`src/rtl/trap_pkg.sv`:
```
package trap_pkg;
  typedef enum logic {
    SHAPE_LINEAR = 1'b0,
    SHAPE_ROUND  = 1'b1
  } shape_mode_e;

  // Cubic sine-like curve, zero slope at full scale: lim*(3u-u^3)/2, u=k/n
  function automatic longint cubic_entry(longint k, longint n, longint lim);
    return (lim * (3 * k * n * n - k * k * k)) / (2 * n * n * n);
  endfunction
endpackage

```
`src/rtl/tri_fold.sv`:
```
module tri_fold #(
  parameter int PHASE_W = 16
) (
  input  logic [PHASE_W-1:0]        phase_i,
  output logic signed [PHASE_W-2:0] tri_o
);
  localparam int LOW_W = PHASE_W - 2;

  logic [LOW_W-1:0] mag;

  always_comb begin
    mag   = phase_i[PHASE_W-2] ? ~phase_i[LOW_W-1:0] : phase_i[LOW_W-1:0];
    tri_o = phase_i[PHASE_W-1] ? -$signed({1'b0, mag}) : $signed({1'b0, mag});
  end
endmodule

```
`src/rtl/gain_clamp.sv`:
```
module gain_clamp #(
  parameter int PHASE_W = 16,
  parameter int GAIN_W  = 8,
  parameter int OUT_W   = 12
) (
  input  logic signed [PHASE_W-2:0] tri_i,
  input  logic [GAIN_W-1:0]         gain_i,
  output logic signed [OUT_W-1:0]   clamp_o
);
  localparam int PROD_W = PHASE_W + GAIN_W;
  localparam int LIM    = 2 ** (OUT_W - 1) - 1;
  localparam logic signed [PROD_W-1:0] POS_LIM = PROD_W'(LIM);
  localparam logic signed [PROD_W-1:0] NEG_LIM = -POS_LIM;

  logic signed [PROD_W-1:0] prod;

  always_comb begin
    prod = PROD_W'(tri_i) * PROD_W'($signed({1'b0, gain_i}));
    if (prod > POS_LIM)      clamp_o = POS_LIM[OUT_W-1:0];
    else if (prod < NEG_LIM) clamp_o = NEG_LIM[OUT_W-1:0];
    else                     clamp_o = prod[OUT_W-1:0];
  end
endmodule

```
`src/rtl/shape_lut.sv`:
```
module shape_lut
  import trap_pkg::*;
#(
  parameter int OUT_W  = 12,
  parameter int TBL_AW = 6
) (
  input  logic signed [OUT_W-1:0] x_i,
  output logic signed [OUT_W-1:0] y_o
);
  localparam int N     = 2 ** TBL_AW;
  localparam int LIM   = 2 ** (OUT_W - 1) - 1;
  localparam int SHIFT = OUT_W - 1 - TBL_AW;

  logic [OUT_W-2:0] tbl [N];

  for (genvar k = 0; k < N; k++) begin : g_tbl
    localparam longint ENTRY = cubic_entry(k, N, LIM);
    assign tbl[k] = ENTRY[OUT_W-2:0];
  end

  logic [OUT_W-1:0]  mag;
  logic [TBL_AW-1:0] idx;
  logic [OUT_W-2:0]  val;

  always_comb begin
    mag = x_i[OUT_W-1] ? OUT_W'(-x_i) : OUT_W'(x_i);
    idx = mag[OUT_W-2:SHIFT];
    val = tbl[idx];
    if (mag == OUT_W'(LIM))  y_o = x_i;
    else if (x_i[OUT_W-1])   y_o = -$signed({1'b0, val});
    else                     y_o = $signed({1'b0, val});
  end
endmodule

```
`src/rtl/ramp_check.sv`:
```
module ramp_check #(
  parameter int FREQ_W     = 16,
  parameter int GAIN_W     = 8,
  parameter int OUT_W      = 12,
  parameter int SETTLE_LEN = 16
) (
  input  logic [FREQ_W-1:0] freq_i,
  input  logic [GAIN_W-1:0] gain_i,
  output logic              err_o
);
  localparam int SET_W = $clog2(SETTLE_LEN + 1);
  localparam int REQ_W = FREQ_W + GAIN_W + SET_W;
  localparam int LIM   = 2 ** (OUT_W - 1) - 1;

  logic [REQ_W-1:0] need;

  // ramp spans 2*LIM/(gain*freq) samples; must be >= 2*SETTLE_LEN
  always_comb begin
    need  = REQ_W'(freq_i) * REQ_W'(gain_i) * REQ_W'(SETTLE_LEN);
    err_o = need > REQ_W'(LIM);
  end
endmodule

```
`src/rtl/trap_shaper.sv`:
```
module trap_shaper
  import trap_pkg::*;
#(
  parameter int PHASE_W    = 16,
  parameter int FREQ_W     = 16,
  parameter int GAIN_W     = 8,
  parameter int OUT_W      = 12,
  parameter int TBL_AW     = 6,
  parameter int SETTLE_LEN = 16
) (
  input  logic                     clk_i,
  input  logic                     rst_ni,
  input  logic                     valid_i,
  input  logic [PHASE_W-1:0]       phase_i,
  input  logic [FREQ_W-1:0]        freq_i,
  input  logic [GAIN_W-1:0]        gain_i,
  input  logic                     mode_i,
  output logic signed [OUT_W-1:0]  sample_o,
  output logic                     valid_o,
  output logic                     cfg_err_o
);
  logic signed [PHASE_W-2:0] tri_w;
  logic signed [OUT_W-1:0]   clamp_w;
  logic signed [OUT_W-1:0]   round_w;
  logic signed [OUT_W-1:0]   next_w;
  logic                      err_w;
  shape_mode_e               mode_sel;

  tri_fold #(.PHASE_W(PHASE_W)) u_fold (
    .phase_i (phase_i),
    .tri_o   (tri_w)
  );

  gain_clamp #(.PHASE_W(PHASE_W), .GAIN_W(GAIN_W), .OUT_W(OUT_W)) u_clamp (
    .tri_i   (tri_w),
    .gain_i  (gain_i),
    .clamp_o (clamp_w)
  );

  shape_lut #(.OUT_W(OUT_W), .TBL_AW(TBL_AW)) u_lut (
    .x_i (clamp_w),
    .y_o (round_w)
  );

  ramp_check #(.FREQ_W(FREQ_W), .GAIN_W(GAIN_W), .OUT_W(OUT_W),
               .SETTLE_LEN(SETTLE_LEN)) u_ramp (
    .freq_i (freq_i),
    .gain_i (gain_i),
    .err_o  (err_w)
  );

  assign mode_sel = shape_mode_e'(mode_i);
  assign next_w   = (mode_sel == SHAPE_ROUND) ? round_w : clamp_w;

  always_ff @(posedge clk_i or negedge rst_ni) begin
    if (!rst_ni) begin
      sample_o  <= '0;
      cfg_err_o <= 1'b0;
      valid_o   <= 1'b0;
    end else begin
      valid_o <= valid_i;
      if (valid_i) begin
        sample_o  <= next_w;
        cfg_err_o <= err_w;
      end
    end
  end
endmodule

```
`config.mk`:
```
export PLATFORM = sky130hd
export DESIGN_NAME = trap_shaper
export DESIGN_NICKNAME = d
export VERILOG_FILES = /design/src/rtl/trap_pkg.sv /design/src/rtl/tri_fold.sv /design/src/rtl/gain_clamp.sv /design/src/rtl/shape_lut.sv /design/src/rtl/ramp_check.sv /design/src/rtl/trap_shaper.sv
export SDC_FILE = /design/constraint.sdc
export NUM_CORES = 1
export LEC_CHECK = 0
export ABC_AREA = 1
export BUFFER_PORTS_ARGS = -buffer_cell sky130_fd_sc_hd__buf_4
export CAP_MARGIN = 20
export CORE_MARGIN = 2
export CORE_UTILIZATION = 40
export CTS_CLUSTER_DIAMETER = 200
export DETAILED_ROUTE_END_ITERATION = 7
export GPL_TIMING_DRIVEN = 0
export PLACE_DENSITY_LB_ADDON = 0.3
export SYNTH_ARGS = -nofsm -noshare
export SYNTH_HDL_FRONTEND = slang
export SYNTH_HIERARCHICAL = 1
export SYNTH_SLANG_ARGS = --single-unit
```
`constraint.sdc`:
```
create_clock -name clk_i -period 0.8 [get_ports clk_i]
set_input_delay 0.12 -clock clk_i [delete_from_list [all_inputs] [get_ports clk_i]]
set_output_delay 0.12 -clock clk_i [all_outputs]
set_load 0.005 [all_outputs]
```
# Word-level counts from Yosys, hierarchy flattened
# Memory sizes are Yosys's and may differ from the RTL's.
# Cells that the tools add are included.
# word_totals
reg_bits	14
romBits	704
inputBits	44
out_inout_bits	14
wordCells	26
n_memories	1
# memory_table
name	depth	width	read_ports	rd_clocked_by_memory_dff	wr	line	source
(name not given)	64	11	1	0	0	shape_lut.sv:28	val = tbl[idx];
# op_classes
n_addsub	3
multipliers	2
order_cmp	4
eq_ne	1
n_mux	10
bitwise	2
# ops
operator	count
$mux 12	6
$gt 28x11->1 const B	1
$gt 24x12->1 const B	1
$lt 24x12->1 const B	1
$mul 15x9->24	1
$mul 16x8->24	1
$mux 11	2
$mux 15	1
$neg 14->15	1
$mux 14	1
$not 14->14	1
$eq 12x11->1 const B	1
$neg 11->12	1
$neg 12->12	1
$ge 7x7->1 const B	1
$not 6->7	1

# Logic depth before layout (Yosys ltp)
# logic_depth
ltp_word	18
mapped_depth	67
mapped_depth_nobuf	65

# Cells and area by module
# Netlist, hierarchy kept.
# by_module_without_submodules
module	instances	cells_per_inst	area_each_um2	seq_area_each_um2
gain_clamp	1	774	5089.9	0.0
ramp_check	1	702	4566.9	0.0
shape_lut	1	365	1980.6	0.0
tri_fold	1	159	770.7	0.0
trap_shaper	1	107	730.7	350.3

# Worst setup path before layout
# Ideal clock, no wire load.
# synth_timing
path_type	input to register
startpoint	input port phase_i[14]
endpoint	register sample_o[6]
setup_time_ns	0.117
arrival_time_ns	7.656
required_time_ns	0.683
setup_slack_ns	-6.974
path_stages	62
n_path_buf	3
path_cell_list	buf_6 > nand2_2 > nand2_2 > ha_1 > nand3_1 > nor2_2 > nand3_1 > nor3_1 > nor2_1 > clkbuf_1 > nand2_1 > inv_1 > fa_1 > inv_1 > fa_1 > inv_1 > fa_1 > inv_1 > (+26 left out) > a21oi_1 > nor2_1 > nand2_1 > nand3_1 > nand2_1 > nand2_1 > inv_1 > ha_1 > inv_1 > nor2_2 > nand2_1 > nand2_2 > nand2_1 > xor2_1 > inv_1 > nand2_1 > nand3_1 > nand2_1
# synth_between
elab_chain_cells	17
elab_cells_between_ends	19
cone_classes	add/sub: 3; mul: 1; order compare: 2; eq/ne: 1; mux: 10; bitwise: 1; memory: 1
# synth_rtl
element	line	source
start, declared	trap_shaper.sv:14	input logic [PHASE_W-1:0] phase_i,
$mux 14 *	tri_fold.sv:12	mag = phase_i[PHASE_W-2] ? ~phase_i[LOW_W-1:0] : phase_i[LOW_W-1:0];
$neg 14->15 *	tri_fold.sv:13	tri_o = phase_i[PHASE_W-1] ? -$signed({1'b0, mag}) : $signed({1'b0, mag});
$mux 15 *	tri_fold.sv:13	
named net tri_w[14]	trap_shaper.sv:22	logic signed [PHASE_W-2:0] tri_w;
$mul 15x9->24 *	gain_clamp.sv:18	prod = PROD_W'(tri_i) * PROD_W'($signed({1'b0, gain_i}));
$lt 24x12->1	gain_clamp.sv:20	else if (prod < NEG_LIM) clamp_o = NEG_LIM[OUT_W-1:0];
$mux 12	gain_clamp.sv:20	
$mux 12 *	gain_clamp.sv:19	if (prod > POS_LIM) clamp_o = POS_LIM[OUT_W-1:0];
named net clamp_w[1]	trap_shaper.sv:23	logic signed [OUT_W-1:0] clamp_w;
(+2 left out)	--	
$not 6->7 (not written as such)	shape_lut.sv:28	
$mem_v2 64x11	--	
$mux 11 (not written as such) (2 in a row)	shape_lut.sv:28	
$neg 11->12	shape_lut.sv:30	else if (x_i[OUT_W-1]) y_o = -$signed({1'b0, val});
$mux 12	shape_lut.sv:30	
$mux 12 *	shape_lut.sv:29	if (mag == OUT_W'(LIM)) y_o = x_i;
named net round_w[6]	trap_shaper.sv:24	logic signed [OUT_W-1:0] round_w;
$mux 12 *	trap_shaper.sv:53	assign next_w = (mode_sel == SHAPE_ROUND) ? round_w : clamp_w;
end signal, assigned	trap_shaper.sv:63	sample_o <= next_w;
end, declared	trap_shaper.sv:18	output logic signed [OUT_W-1:0] sample_o,
# The timed path passes the listed nets; every way through them passes the cells marked *. The select of a mux whose other input is x is not followed.
# A chain may end at the register's enable or synchronous reset.

# Worst setup path after layout
# layout_timing
startpoint	input port phase_i[14]
endpoint	register sample_o[4]
# layout_between
elab_chain_cells	17
elab_cells_between_ends	19
cone_classes	add/sub: 3; mul: 1; order compare: 2; eq/ne: 1; mux: 10; bitwise: 1; memory: 1
# layout_rtl
element	line
$mux 14 *	tri_fold.sv:12
$neg 14->15 *	tri_fold.sv:13
$mux 15 *	tri_fold.sv:13
named net tri_w[14]	trap_shaper.sv:22
$mul 15x9->24 *	gain_clamp.sv:18
$lt 24x12->1	gain_clamp.sv:20
$mux 12	gain_clamp.sv:20
$mux 12 *	gain_clamp.sv:19
named net clamp_w[4]	trap_shaper.sv:23
(+2 left out)	--
$not 6->7 (not written as such)	shape_lut.sv:28
$mem_v2 64x11	--
$mux 11 (not written as such) (2 in a row)	shape_lut.sv:28
$neg 11->12	shape_lut.sv:30
$mux 12	shape_lut.sv:30
$mux 12 *	shape_lut.sv:29
named net round_w[4]	trap_shaper.sv:24
$mux 12 *	trap_shaper.sv:53
# Marked as above.

==> flow_metrics.tcl <==
set metrics [dict create \
    syn_area_um2 13100 \
    start_util_pct 40.5 \
    clock_latency_ps 240 \
    wl_per_cell_um 13.7 \
    dp.cells 2592 \
    fillers 3185 \
    htree_levels 1 \
    synthCells 2107 \
    antenna_found_initial 0 \
    slew_violations 0 \
    drive_gt1_share_pct 25.7 \
    die-area_um2 34300 \
    ios 58 \
    netlist.area_leader.share_pct 27.3 \
    cpLargestDelayFamily "simple AND/OR/NAND/NOR gates" \
    grt_remaining_overflow 0 \
    hold_path_class "in -> reg" \
    multi_input_area_um2 11700 \
    synth_area_leaders "fa_1, nand2_1, inv_1" \
    critPathLaunchType "input pin" \
    n_antenna_cell 0 \
    die_w_um 185 \
    criticalPathCategory "in -> reg" \
    synth_warnings 6 \
    outcome "finished with violations" \
    syn_nets 2435 \
    path_buf_inv 15 \
    rows 66 \
    max_stage_delay_ps 620 \
    antenna_left 0 \
    hpwlAfterDp_mm 29.1 \
    synth.avg_cell_area_um2 6.24 \
    rsz0062_at_grt "true" \
    final_common_cell "nand2_1" \
    drc_errors 0 \
    synth_edf_count 0 \
    crit_slowest_cell "fa_2" \
    r2r_slack_ps 60 \
    worst_slack_ps -6950 \
    r2r-end "sample_o[5]" \
    grt_pass1_vias 13100 \
    post-place-ws_ps -7720 \
    ys_ff_latch 14 \
    crit_required_ps 930 \
    fin_crit_ps 7750 \
    final_cell_mix "nand2_1, inv_1, fa_1, buf_4, nand3_1" \
    root_buffer "clkbuf_16" \
    ff2ff_path_depth 3 \
    setup-violations-final 27 \
    finClkSkew_ps 0 \
    r2r-start "sample_o[5]" \
    crit_path_frequent_cell "nand2_4" \
    async_flop_share_pct 100 \
    grt_max_degree 15 \
    endpoint "sample_o[4]" \
    final_nets 2587 \
    final_cells 2699 \
    grt_use_total_pct 22.1 \
    maxCapViolCount 0 \
    max_freq_mhz 129 \
    first_pass_iters 6 \
    seq_area_frac_synth_pct 2.67 \
    syn_to_final_growth_pct 29.1 \
    final_cell_area_um2 17000 \
    die_h_um 185 \
    tightestPinTransition_ps 647 \
    routed_via_density 4.80 \
    worstSetupPathDepth 60 \
    synth_cell_type_count 51 \
    critical_path_arrival_ps 7880 \
    dpl_cell_area_um2 14900 \
    crit_fanout 7 \
    totalWireLength_mm 37.1 \
    fin_crit_sh_pct 969 \
    cts.path.max_buffers 2 \
    final_hold_viol_count 0 \
    crit_start "phase_i[14]" \
    clk_pin_slew_ps 50 \
    cts_inserted_buffers 3 \
    max_slew_margin_pct 56.9 \
    cp-end-kind "flop" \
    finish.utilization_pct 52.2 \
    gp_congestion 0.922 \
    vias 13000 \
    drtIter0Drc 708 \
    violations "negative setup slack" \
    synthFlopType "dfrtp_1" \
    register_area_um2 350 \
    cts_tree "yes" \
    synth_top_area_cell "fa_1" \
    grt_pass1_wl_mm 62.4 \
    core_area_um2 32500 \
    io_buffer_count 43 \
    cts_sinks 14 \
]
[cell type report]
| type | count | share of cell area, % |
|---|---|---|
| buffer | 68 | 4.07 |
| clock buffer | 3 | 0.443 |
| inverter | 579 | 13.1 |
| multi-input combinational | 1437 | 68.9 |
| sequential | 14 | 2.07 |
| tap | 442 | 3.26 |
| timing repair buffer | 156 | 8.23 |
[worst reg2reg max path, stage by stage (launching register included)]
cell	delay (ps)
dfrtp_1	390
buf_4	140
nand2_1	50
nand2_1	50
[worst min path at each step]
stage / from / endpoint / slack (ps) / cells past startpoint
global route: valid_i / valid_o / 40 / 1
CTS: valid_i / valid_o / 40 / 1
floorplan: rst_ni / cfg_err_o / -180 / 0
detailed placement: rst_ni / valid_o / -20 / 1
global placement: rst_ni / valid_o / -30 / 1
finish: valid_i / valid_o / 50 / 1
[cells by family after synthesis]
| logic type | Yosys count | synth area share, % |
|---|---|---|
| xor gates and xnor gates | 28 | 1.92 |
| AOI/OAI and AO/OA | 91 | 4.15 |
| DFF | 14 | 2.67 |
| adders and majority gates | 284 | 37.3 |
| and+or+nand+nor | 1034 | 34.3 |
| buffers and inverters | 656 | 19.7 |
[routing by layer]
layer  up-vias  share of wire, %  global-route usage [%]
met4         0               1.9                    5.40
met5         -                 0                       0
li1       6405                 -                       -
met3        62               3.3                   0.904
met2       277                52                    40.6
met1      6217                43                    28.5
[cell usage after synthesis, types with 8 or more instances]
library cell  count
nor3_1           16
nand2_2          38
o21ai_1          10
nor2_1           80
nand3b_1         14
nand2_1         692
nand4_1          12
buf_2             8
nor2_2           13
dfrtp_1          14
clkbuf_1         49
ha_1            105
nand2_4          13
xnor2_1           8
a21oi_1          43
nand3_1         131
inv_2            14
o21ai_0          15
fa_1            179
inv_1           562
xor2_1           19
nand3_2          14
[flip-flops by register name, indices dropped and copies added, names as in the netlist]
signal     cells
valid_o        1
cfg_err_o      1
sample_o      12
[through the flow]
stage | TNS, ps | hold slack, ps
after detailed placement | -94080 | -23.8
after global placement | -93160 | -25.9
after global routing | -92100 | 43.4
final | -86410 | 48.6
after floorplan | -77990 | -176
after CTS | -84470 | 40.2
[what timing repair did]
item	CTS	global route
setup endpoints to repair	27	27
buffers inserted	67	40
pin swaps	117	138
hold buffers	1	0
gates cloned	2	3
endpoints found under the hold margin	14	0
resized for setup	151	152
Power is left out: the tool's default activity adds up to more than one toggle a clock period on the data nets, which glitch-free logic cannot reach.
